$ cat config.mk
export PLATFORM = sky130hd
export DESIGN_NAME = chan_tune_seq
export DESIGN_NICKNAME = d
export VERILOG_FILES = /design/src/rtl/synth_tune_pkg.sv /design/src/rtl/tune_plan_calc.sv /design/src/rtl/settle_timer.sv /design/src/rtl/tune_write_seq.sv /design/src/rtl/chan_tune_seq.sv
export SDC_FILE = /design/constraint.sdc
export NUM_CORES = 1
export LEC_CHECK = 0
export ABC_AREA = 1
export BUFFER_PORTS_ARGS = -buffer_cell sky130_fd_sc_hd__buf_4
export CAP_MARGIN = 20
export CORE_ASPECT_RATIO = 2
export CORE_UTILIZATION = 25
export CTS_CLUSTER_SIZE = 10
export DETAILED_ROUTE_END_ITERATION = 8
export PLACE_DENSITY = 0.41
export SLEW_MARGIN = 15
export SYNTH_ARGS = -nofsm -noshare
export SYNTH_HDL_FRONTEND = slang
export SYNTH_SLANG_ARGS = --single-unit
$ cat constraint.sdc
create_clock -name clk -period 4.24 [get_ports clk]
set_input_delay 0.424 -clock clk [delete_from_list [all_inputs] [get_ports clk]]
set_output_delay 0.424 -clock clk [all_outputs]
set_load 0.005 [all_outputs]
$ cat src/rtl/synth_tune_pkg.sv
package synth_tune_pkg;

    localparam int ADDR_W     = 4;
    localparam int DATA_W     = 18;
    localparam int NUM_WRITES = 7;
    localparam int IDX_W      = $clog2(NUM_WRITES);

    // synthesizer register addresses
    localparam logic [ADDR_W-1:0] A_MAIN = 4'd0;
    localparam logic [ADDR_W-1:0] A_GAIN = 4'd1;
    localparam logic [ADDR_W-1:0] A_PWR  = 4'd2;
    localparam logic [ADDR_W-1:0] A_RF1N = 4'd3;
    localparam logic [ADDR_W-1:0] A_RF2N = 4'd4;
    localparam logic [ADDR_W-1:0] A_IFN  = 4'd5;
    localparam logic [ADDR_W-1:0] A_RF1R = 4'd6;
    localparam logic [ADDR_W-1:0] A_RF2R = 4'd7;
    localparam logic [ADDR_W-1:0] A_IFR  = 4'd8;

    localparam int XIN_MHZ   = 44;
    localparam int IF_MHZ    = 374;
    localparam int KP2_LIMIT = 2047;
    localparam int CH_TOP    = 14;
    localparam int CH_TOP_MHZ = 2484;
    localparam int CH_BASE_MHZ = 2407;
    localparam int CH_STEP_MHZ = 5;

    localparam logic [DATA_W-1:0] PWR_WORD  = 18'h00003;
    localparam logic [DATA_W-1:0] IFN_WORD  = 18'd1496;
    localparam int                MAIN_XDIV_BIT = 6;
    localparam int                GAIN_KP2_BIT  = 2;

    typedef struct packed {
        logic [ADDR_W-1:0] addr;
        logic [DATA_W-1:0] data;
    } wr_word_t;

    typedef struct packed {
        logic        valid;
        logic [11:0] rf_n;
        logic [6:0]  r;
        logic        kp2;
        logic        xdiv2;
    } tune_plan_t;

    typedef enum logic [2:0] {
        S_IDLE, S_EVAL, S_WRITE, S_SETTLE, S_DONE, S_ERR
    } seq_state_t;

    function automatic logic [11:0] chan_to_mhz(input logic [3:0] ch);
        if (ch == 4'(CH_TOP))
            return 12'(CH_TOP_MHZ);
        return 12'(CH_BASE_MHZ) + 12'(CH_STEP_MHZ) * 12'(ch);
    endfunction

    function automatic wr_word_t pick_word(input logic [IDX_W-1:0] idx,
                                           input tune_plan_t p);
        wr_word_t w;
        case (idx)
            3'd0: begin w.addr = A_PWR;  w.data = PWR_WORD; end
            3'd1: begin w.addr = A_MAIN; w.data = DATA_W'(p.xdiv2) << MAIN_XDIV_BIT; end
            3'd2: begin w.addr = A_GAIN; w.data = DATA_W'(p.kp2) << GAIN_KP2_BIT; end
            3'd3: begin w.addr = A_IFN;  w.data = IFN_WORD; end
            3'd4: begin w.addr = A_IFR;  w.data = DATA_W'(p.r); end
            3'd5: begin w.addr = A_RF2R; w.data = DATA_W'(p.r); end
            default: begin w.addr = A_RF2N; w.data = DATA_W'(p.rf_n); end
        endcase
        return w;
    endfunction

endpackage

$ cat src/rtl/tune_plan_calc.sv
module tune_plan_calc
    import synth_tune_pkg::*;
(
    input  logic [3:0]  chan,
    input  logic        xdiv2,
    output tune_plan_t  plan
);
    localparam logic [6:0] R_HALVED = 7'(XIN_MHZ);
    localparam logic [6:0] R_DIRECT = 7'(2 * XIN_MHZ);

    logic [11:0] mhz;

    always_comb begin
        mhz        = chan_to_mhz(chan);
        plan.valid = (chan >= 4'd1) && (chan <= 4'(CH_TOP));
        plan.rf_n  = mhz - 12'(IF_MHZ);
        plan.kp2   = (plan.rf_n > 12'(KP2_LIMIT));
        plan.r     = xdiv2 ? R_HALVED : R_DIRECT;
        plan.xdiv2 = xdiv2;
    end
endmodule

$ cat src/rtl/settle_timer.sv
module settle_timer #(
    parameter int CYCLES = 10000
) (
    input  logic clk,
    input  logic rst,
    input  logic load,
    output logic fire
);
    localparam int CNT_W = (CYCLES > 1) ? $clog2(CYCLES) : 1;

    logic [CNT_W-1:0] cnt;
    logic             running;

    assign fire = running && (cnt == CNT_W'(CYCLES - 1));

    always_ff @(posedge clk) begin
        if (rst) begin
            cnt     <= '0;
            running <= 1'b0;
        end else if (load) begin
            cnt     <= '0;
            running <= 1'b1;
        end else if (fire) begin
            running <= 1'b0;
        end else if (running) begin
            cnt <= cnt + 1'b1;
        end
    end

    // the interval advances one step per cycle until it expires
    a_r8_count_steps: assert property (@(posedge clk) disable iff (rst)
        (running && !fire && !load) |=> (running && cnt == $past(cnt) + 1'b1));
endmodule

$ cat src/rtl/tune_write_seq.sv
module tune_write_seq
    import synth_tune_pkg::*;
(
    input  logic        clk,
    input  logic        rst,
    input  logic        start_i,
    input  logic [3:0]  chan_i,
    input  logic        xdiv2_i,
    input  tune_plan_t  plan,
    input  logic        wr_ack_i,
    input  logic        settle_fire,
    output logic [3:0]  cfg_chan,
    output logic        cfg_xdiv2,
    output logic        settle_load,
    output logic        wr_req,
    output wr_word_t    word,
    output logic        busy,
    output logic        done,
    output logic        err
);
    seq_state_t       state;
    logic [IDX_W-1:0] idx;
    logic             last_word;

    assign wr_req      = (state == S_WRITE);
    assign word        = pick_word(idx, plan);
    assign last_word   = (idx == IDX_W'(NUM_WRITES - 1));
    assign settle_load = wr_req && wr_ack_i && last_word;
    assign busy        = (state != S_IDLE);
    assign done        = (state == S_DONE);
    assign err         = (state == S_ERR);

    always_ff @(posedge clk) begin
        if (rst) begin
            state     <= S_IDLE;
            idx       <= '0;
            cfg_chan  <= '0;
            cfg_xdiv2 <= 1'b0;
        end else begin
            case (state)
                S_IDLE: if (start_i) begin
                    cfg_chan  <= chan_i;
                    cfg_xdiv2 <= xdiv2_i;
                    state     <= S_EVAL;
                end
                S_EVAL: begin
                    idx   <= '0;
                    state <= plan.valid ? S_WRITE : S_ERR;
                end
                S_WRITE: if (wr_ack_i) begin
                    if (last_word) state <= S_SETTLE;
                    else           idx   <= idx + 1'b1;
                end
                S_SETTLE: if (settle_fire) state <= S_DONE;
                default: state <= S_IDLE;
            endcase
        end
    end

    // done only follows the settling interval
    a_r8_done_after_settle: assert property (@(posedge clk) disable iff (rst)
        $rose(done) |-> $past(state) == S_SETTLE);
    // done lasts one cycle
    a_r8_done_single: assert property (@(posedge clk) disable iff (rst)
        done |=> !done);
    // busy falls only after a done or error pulse
    a_r11_busy_end: assert property (@(posedge clk) disable iff (rst)
        $fell(busy) |-> $past(done || err));
endmodule

$ cat src/rtl/chan_tune_seq.sv
module chan_tune_seq
    import synth_tune_pkg::*;
#(
    parameter int CLK_MHZ   = 100,
    parameter int SETTLE_US = 100
) (
    input  logic        clk,
    input  logic        rst,
    input  logic        start_i,
    input  logic [3:0]  chan_i,
    input  logic        xdiv2_i,
    output logic        busy_o,
    output logic        done_o,
    output logic        err_o,
    output logic        wr_req_o,
    output logic [3:0]  wr_addr_o,
    output logic [17:0] wr_data_o,
    input  logic        wr_ack_i
);
    localparam int SETTLE_CYC = CLK_MHZ * SETTLE_US;

    tune_plan_t plan;
    wr_word_t   word;
    logic [3:0] cfg_chan;
    logic       cfg_xdiv2;
    logic       settle_load;
    logic       settle_fire;

    tune_plan_calc i_calc (
        .chan  (cfg_chan),
        .xdiv2 (cfg_xdiv2),
        .plan  (plan)
    );

    tune_write_seq i_seq (
        .clk         (clk),
        .rst         (rst),
        .start_i     (start_i),
        .chan_i      (chan_i),
        .xdiv2_i     (xdiv2_i),
        .plan        (plan),
        .wr_ack_i    (wr_ack_i),
        .settle_fire (settle_fire),
        .cfg_chan    (cfg_chan),
        .cfg_xdiv2   (cfg_xdiv2),
        .settle_load (settle_load),
        .wr_req      (wr_req_o),
        .word        (word),
        .busy        (busy_o),
        .done        (done_o),
        .err         (err_o)
    );

    settle_timer #(.CYCLES(SETTLE_CYC)) i_timer (
        .clk  (clk),
        .rst  (rst),
        .load (settle_load),
        .fire (settle_fire)
    );

    assign wr_addr_o = word.addr;
    assign wr_data_o = word.data;

    // the RF1 registers are never touched
    a_r2_no_rf1: assert property (@(posedge clk) disable iff (rst)
        wr_req_o |-> (wr_addr_o != A_RF1N && wr_addr_o != A_RF1R));
    // main follows power directly
    a_r2_order_head: assert property (@(posedge clk) disable iff (rst)
        (wr_req_o && wr_ack_i && wr_addr_o == A_PWR) |=> (wr_req_o && wr_addr_o == A_MAIN));
    // gain bit set from channel 3 upward
    a_r5_gain_bit: assert property (@(posedge clk) disable iff (rst)
        (wr_req_o && wr_addr_o == A_GAIN) |-> (wr_data_o[GAIN_KP2_BIT] == (cfg_chan >= 4'd3)));
    // an unacknowledged word is held
    a_r7_hold_word: assert property (@(posedge clk) disable iff (rst)
        (wr_req_o && !wr_ack_i) |=> (wr_req_o && $stable(wr_addr_o) && $stable(wr_data_o)));
    // error excludes writes and done
    a_r9_err_quiet: assert property (@(posedge clk) disable iff (rst)
        err_o |-> (!wr_req_o && !done_o));
    // captured configuration holds while busy
    a_r10_cfg_hold: assert property (@(posedge clk) disable iff (rst)
        (busy_o && start_i) |=> ($stable(cfg_chan) && $stable(cfg_xdiv2)));
    // no request while idle
    a_r11_idle_quiet: assert property (@(posedge clk) disable iff (rst)
        !busy_o |-> !wr_req_o);
endmodule

# After elaboration in Yosys (flattened, before gate mapping)
# Index checks and enable logic that the tools add are counted.
totals:
  register_bits: 26
  latch_bits: 0
  ram_bits: 0
  rom_bits: 0
  input_bits: 9
  out_inout_bits: 26
  elab_cells: 63
  n_memories: 0
classes:
  add_sub_neg: 4
  mul: 1
  n_div: 0
  order_cmp: 3
  eq_ne: 18
  shift: 0
  muxes: 16
  bitwise: 1
  n_reduce_logical: 14
op_table:
  columns: ["operator", "count"]
  rows:
  - ["one-hot mux 22 bit (6 select lines)", 1]
  - ["two-way mux 12 bit", 2]
  - ["two-way mux 3 bit", 7]
  - ["== test 3 bit, second input constant", 5]
  - ["adder 14 x 1 -> 14 bit, second input constant", 1]
  - ["== test 14 bit, second input constant", 1]
  - ["adder 12 x 7 -> 12 bit, first input constant", 1]
  - ["== test 3 x 2 -> 1 bit, second input constant", 4]
  - ["greater-than comparator 12 x 11 -> 1 bit, second input constant", 1]
  - ["one-hot mux 3 bit (4 select lines)", 1]
  - ["subtractor 12 x 9 -> 12 bit, second input constant", 1]
  - ["!= test 2 bit, second input constant", 4]
  - ["multiplier 3 x 4 -> 7 bit, first input constant", 1]
  - ["two-way mux 7 bit", 1]
  - ["== test 3 x 1 -> 1 bit, second input constant", 2]
  - ["zero test 3 bit", 2]
  - ["one-hot mux 3 bit (2 select lines)", 1]
  - ["== test 4 bit, second input constant", 1]
  - ["greater-or-equal comparator 4 x 1 -> 1 bit, second input constant", 1]
  - ["<= comparator 4 bit, second input constant", 1]
  - ["logical AND 1 bit", 4]
  - ["AND reduction 2 bit", 2]
  - ["AND reduction 4 bit", 1]
  - ["nonzero test 2 bit", 2]
  - ["other kinds (7)", 9]

# Longest topological paths before layout
logic_depth:
  ltp_word: 6
  depth_mapped: 15
  mapped_depth_nobuf: 15

# Hierarchy
# Synthesis repeated with hierarchy kept, for this count alone.
unflattened:
  cells_unflattened: 404
  hier_area_um2: 2573.7
by_module_without_submodules:
  columns: ["mod", "n_inst", "cells_each", "area_each_um2"]
  rows:
  - ["settle_timer", 1, 154, 997.2]
  - ["tune_write_seq", 1, 139, 840.8]
  - ["tune_plan_calc", 1, 111, 735.7]

# Worst setup path before layout
# Ideal clock, no wire load.
synth_timing:
  path_kind: "register -> output"
  start: "reg i_seq.cfg_chan[3]"
  end: "out wr_data_o[9]"
  arrival_ns: 2.144
  required_ns: 3.816
  setup_slack_ns: 1.672
  stages_incl_launch_ff: 15
  path_cell_list: "dfxtp_1 ha_1 ha_1 ha_1 nand2_2 clkinv_2 a21oi_1 nor2_2 nor2_4 nor2_2 nand2_2 nand2_1 nand2_1 nand2_1 nor2_2"
synth_via:
  elab_chain_cells: 5
  word_cells_on_any_way: 7
  classes_between: "2 x add/sub; 1 x mul; 1 x eq/ne; 3 x mux"
synth_rtl:
  columns: ["element", "line", "text"]
  rows:
  - ["start, declared", "tune_write_seq.sv:12", "output logic [3:0] cfg_chan,"]
  - ["start signal, assigned", "tune_write_seq.sv:42", "cfg_chan <= chan_i;"]
  - ["multiplier 3 x 4 -> 7 bit or == test 4 bit (tied branches)", "synth_tune_pkg.sv:52, synth_tune_pkg.sv:50", null]
  - ["adder 12 x 7 -> 12 bit or two-way mux 1 bit (tied branches)", "synth_tune_pkg.sv:52, synth_tune_pkg.sv:50", null]
  - ["two-way mux 12 bit *", "synth_tune_pkg.sv:52", "return 12'(CH_BASE_MHZ) + 12'(CH_STEP_MHZ) * 12'(ch);"]
  - ["subtractor 12 x 9 -> 12 bit *", "tune_plan_calc.sv:16", "plan.rf_n = mhz - 12'(IF_MHZ);"]
  - ["one-hot mux 22 bit (6 select lines) *", "synth_tune_pkg.sv:58", "case (idx)"]
  - ["end, declared", "chan_tune_seq.sv:17", "output logic [17:0] wr_data_o,"]
# Every way passes the cells marked *; elsewhere a longest branch is shown, timed or not.

# Final worst setup path
# Same ends and word-level chain as after synthesis.

==> results.py <==
metrics = {
    "clock_network": {
        "cts_buffer_depth": 2,
        "clk_latency_ps": 270,
        "htreeDepth": 1,
        "post-cts-setup-buffers": 0,
        "cts_root_buf": "clkbuf_16",
        "post_cts_resized": 0,
        "hold_buffers": 0,
        "clk_pin_slew_ps": 70,
        "cts_tree": "yes",
        "cts.sinks": 26,
        "cts_buffers": 3,
    },
    "floorplanning": {
        "die_w_um": 69.2,
        "fp.dieH_um": 136,
        "dieArea_um2": 9450,
        "core_um2": 8710,
        "rows": 48,
        "start_util_pct": 25.9,
        "num_io_pins": 35,
    },
    "sta": {
        "finClkSkew_ps": 5.55,
        "slew_headroom_pct": 64.4,
        "fin_ws_ps": 1030,
        "rsz0062_at_grt": "false",
        "slew_violations": 0,
        "finalSetupViolCount": 0,
        "hold_violations": 0,
        "finalSetupTns_ps": 0,
        "min_period_ps": 3210,
        "tightest_slew_ps": 530,
        "clock.fmax_mhz": 311,
        "whs_ps": 368,
        "finalCritPeriodShare_pct": 75.8,
    },
    "pwr": {
        "switching_share_pct": 46.8,
        "p_sw_uw": 638,
        "power_mw": 1.36,
        "power_frac_clock_pct": 17.5,
        "static-leakage-power_nw": 1.25,
        "ir_worst_vdd_v": 0.000210,
        "powerDensity_nw_per_um2": 516,
        "power.internal_uw": 724,
        "p_seq_share_pct": 22.7,
        "combPwrFrac_pct": 59.8,
    },
    "worst_setup_path": {
        "rr_startpoint": "i_timer.cnt[0]",
        "critical_path_arrival_ps": 2790,
        "cp_common_cell": "nand2_1",
        "path_max_fanout": 7,
        "critPathRequiredTime_ps": 3820,
        "worstPathCellList": "ha_1, ha_1, ha_1, nand2_1, nand2_1, nand2_1, nand2_1, nor2_1, nor2_1, nor2_2, nand2_2, nand2_1, nand2_1, nand2_1, nor2_2, buf_4",
        "end_kind": "output pin",
        "startpoint": "i_seq.cfg_chan[3]",
        "startpoint_type": "flop",
        "crit_buf_inv": 1,
        "cp_top_family": "simple AND/OR/NAND/NOR gates",
        "crit_slowest_cell": "dfxtp_1",
        "cpPeakStageDelay_ps": 460,
        "critPathKind": "flop to output pin",
    },
    "cells_and_area": {
        "final_nets": 395,
        "syn_to_final_growth_pct": 16.8,
        "fin_util_pct": 30.3,
        "antenna_cells": 0,
        "layout-drive-gt1-share_pct": 20.8,
    },
    "synthesis": {
        "synth_edf_count": 0,
        "async_reset_ff_share_pct": 0,
        "yosysWarningCount": 0,
        "synth_seq_cells": 26,
        "postSynthCellCount": 336,
        "syn_avg_cell_area_um2": 6.73,
        "ys_types": 42,
        "ys.flop_type": "dfxtp_1",
        "syn-cell-area_um2": 2260,
        "seq_area_frac_synth_pct": 23.0,
    },
    "drt": {
        "ant_nets": 0,
        "drt_iter0_drc": 92,
        "routed_wl_mm": 6.16,
        "drc": 0,
        "viasPerCell": 4.70,
        "wl_per_cell_um": 13.2,
        "firstDrtPassIters": 4,
        "via_count": 2187,
    },
    "global_route": {
        "grt_overflow": 0,
        "grt_max_degree": 15,
        "antenna_found_initial": 0,
        "grt_pass1_vias": 2228,
        "grt_pass1_wl_mm": 10.2,
        "grt_util_all_layers_pct": 13.7,
    },
    "placed_design": {
        "gp_congestion": 0.828,
        "io_buffer_count": 28,
        "place_ws_ps": 1320,
        "hpwl_mm": 5.23,
    },
    "run_status": {
        "status": "finished, final reports clean",
    },
    "min_path": {
        "hold_path.class": "input pin to flop",
        "min_from": "rst",
    },
    "run": {
        "cap_violations": 0,
    },
}
==> area by class of cell <==
cell class / count / area, um^2
fillers: 985 / 6070
multi-input cells: 244 / 1460
flip-flops and latches: 26 / 520
well taps: 100 / 125
clock buffers: 4 / 88.8
inverters: 63 / 239
repair buffers: 28 / 210
==> path summary, 6_finish.rpt <==
check,to,slack [ps],cells past startpoint
max reg2reg,i_timer.cnt[11],2430,10
min,i_timer.running,370,2
min reg2reg,i_timer.cnt[10],500,2
max,wr_data_o[9],1030,16
==> worst register-to-register path, cell delays in order, from the launching register on <==
cell     delay [ps]
dfxtp_1         450
ha_1            180
inv_1            80
nor2_4          150
inv_2            50
nor2_1           90
nand2_1          90
nand2_2         240
inv_1           180
o21ai_0         110
a21oi_1          80
==> power by group through the flow <==
stage,sequential (mW),clock [mW],combinational (mW)
after floorplan,0.306,0,0.627
after global placement,0.315,0,0.827
after detailed placement,0.316,0,0.828
after CTS,0.310,0.249,0.829
after global routing,0.315,0.254,0.925
final,0.309,0.238,0.815
==> cell usage in the layout (no fill, tap or decap), types with 2 or more instances in the layout <==
master / count
nand2_1: 62
or2_1: 3
buf_4: 28
ha_1: 19
clkinv_2: 2
conb_1: 6
nor2_1: 16
inv_2: 7
xor2_1: 2
a21oi_1: 24
nor2_2: 6
inv_1: 54
o21ai_1: 9
nor2_4: 3
nand2_4: 2
nor3_1: 10
o21bai_1: 2
o21ai_0: 12
nand3_1: 26
dfxtp_1: 26
clkbuf_16: 3
a21oi_2: 2
nand2_2: 13
nor4_1: 2
nand4_1: 8
==> routing by layer <==
metal / vias to the layer above / track usage [%] / part of all wire, %
met5: - / 0 / 0
li1: 1137 / - / -
met3: 8 / 1.19 / 2.6
met4: 0 / 6.58 / 2.2
met1: 1005 / 12.3 / 35
met2: 37 / 29.1 / 60
==> sequential cells by signal, indices dropped and copies added (netlist names) <==
| register | flops |
|---|---|
| i_seq.idx | 3 |
| i_timer.cnt | 14 |
| i_timer.running | 1 |
| i_seq.cfg_xdiv2 | 1 |
| i_seq.cfg_chan | 4 |
| i_seq.state | 3 |
==> per-stage QoR <==
| step | cell area (um^2) | std cells |
|---|---|---|
| after floorplan | 2280 | 341 |
| after global placement | 2550 | 461 |
| after detailed placement | 2550 | 461 |
| after CTS | 2640 | 465 |
| after global routing | 2640 | 465 |
| final | 2640 | 465 |
==> synthesized netlist by cell type (2+ instances only) <==
cell type  instances  area, um^2
nand2_1           62         233
inv_1             54         203
dfxtp_1           26         521
nand3_1           26         130
a21oi_1           24         120
ha_1              19         238
nor2_1            16        60.1
nand2_2           13        81.3
o21ai_0           12        60.1
nor3_1            10        50.1
o21ai_1            9        45.0
nand4_1            8        50.1
buf_4              7        52.6
inv_2              7        26.3
nor2_2             6        37.5
nor2_4             3        33.8
or2_1              3        18.8
a21oi_2            2        17.5
clkinv_2           2        10.0
nand2_4            2        22.5
nor4_1             2        12.5
o21bai_1           2        15.0
xor2_1             2        17.5
==> cells by family after synthesis <==
| logic type | share of synthesized area, % |
|---|---|
| AOI/OAI and AO/OA | 14.3 |
| xor gates and xnor gates | 1.16 |
| adders and majority gates | 11.4 |
| buffers and inverters | 13.4 |
| DFF | 23.0 |
| other | 0.166 |
| and+or+nand+nor | 36.5 |
(Power assumes the default switching activity.)
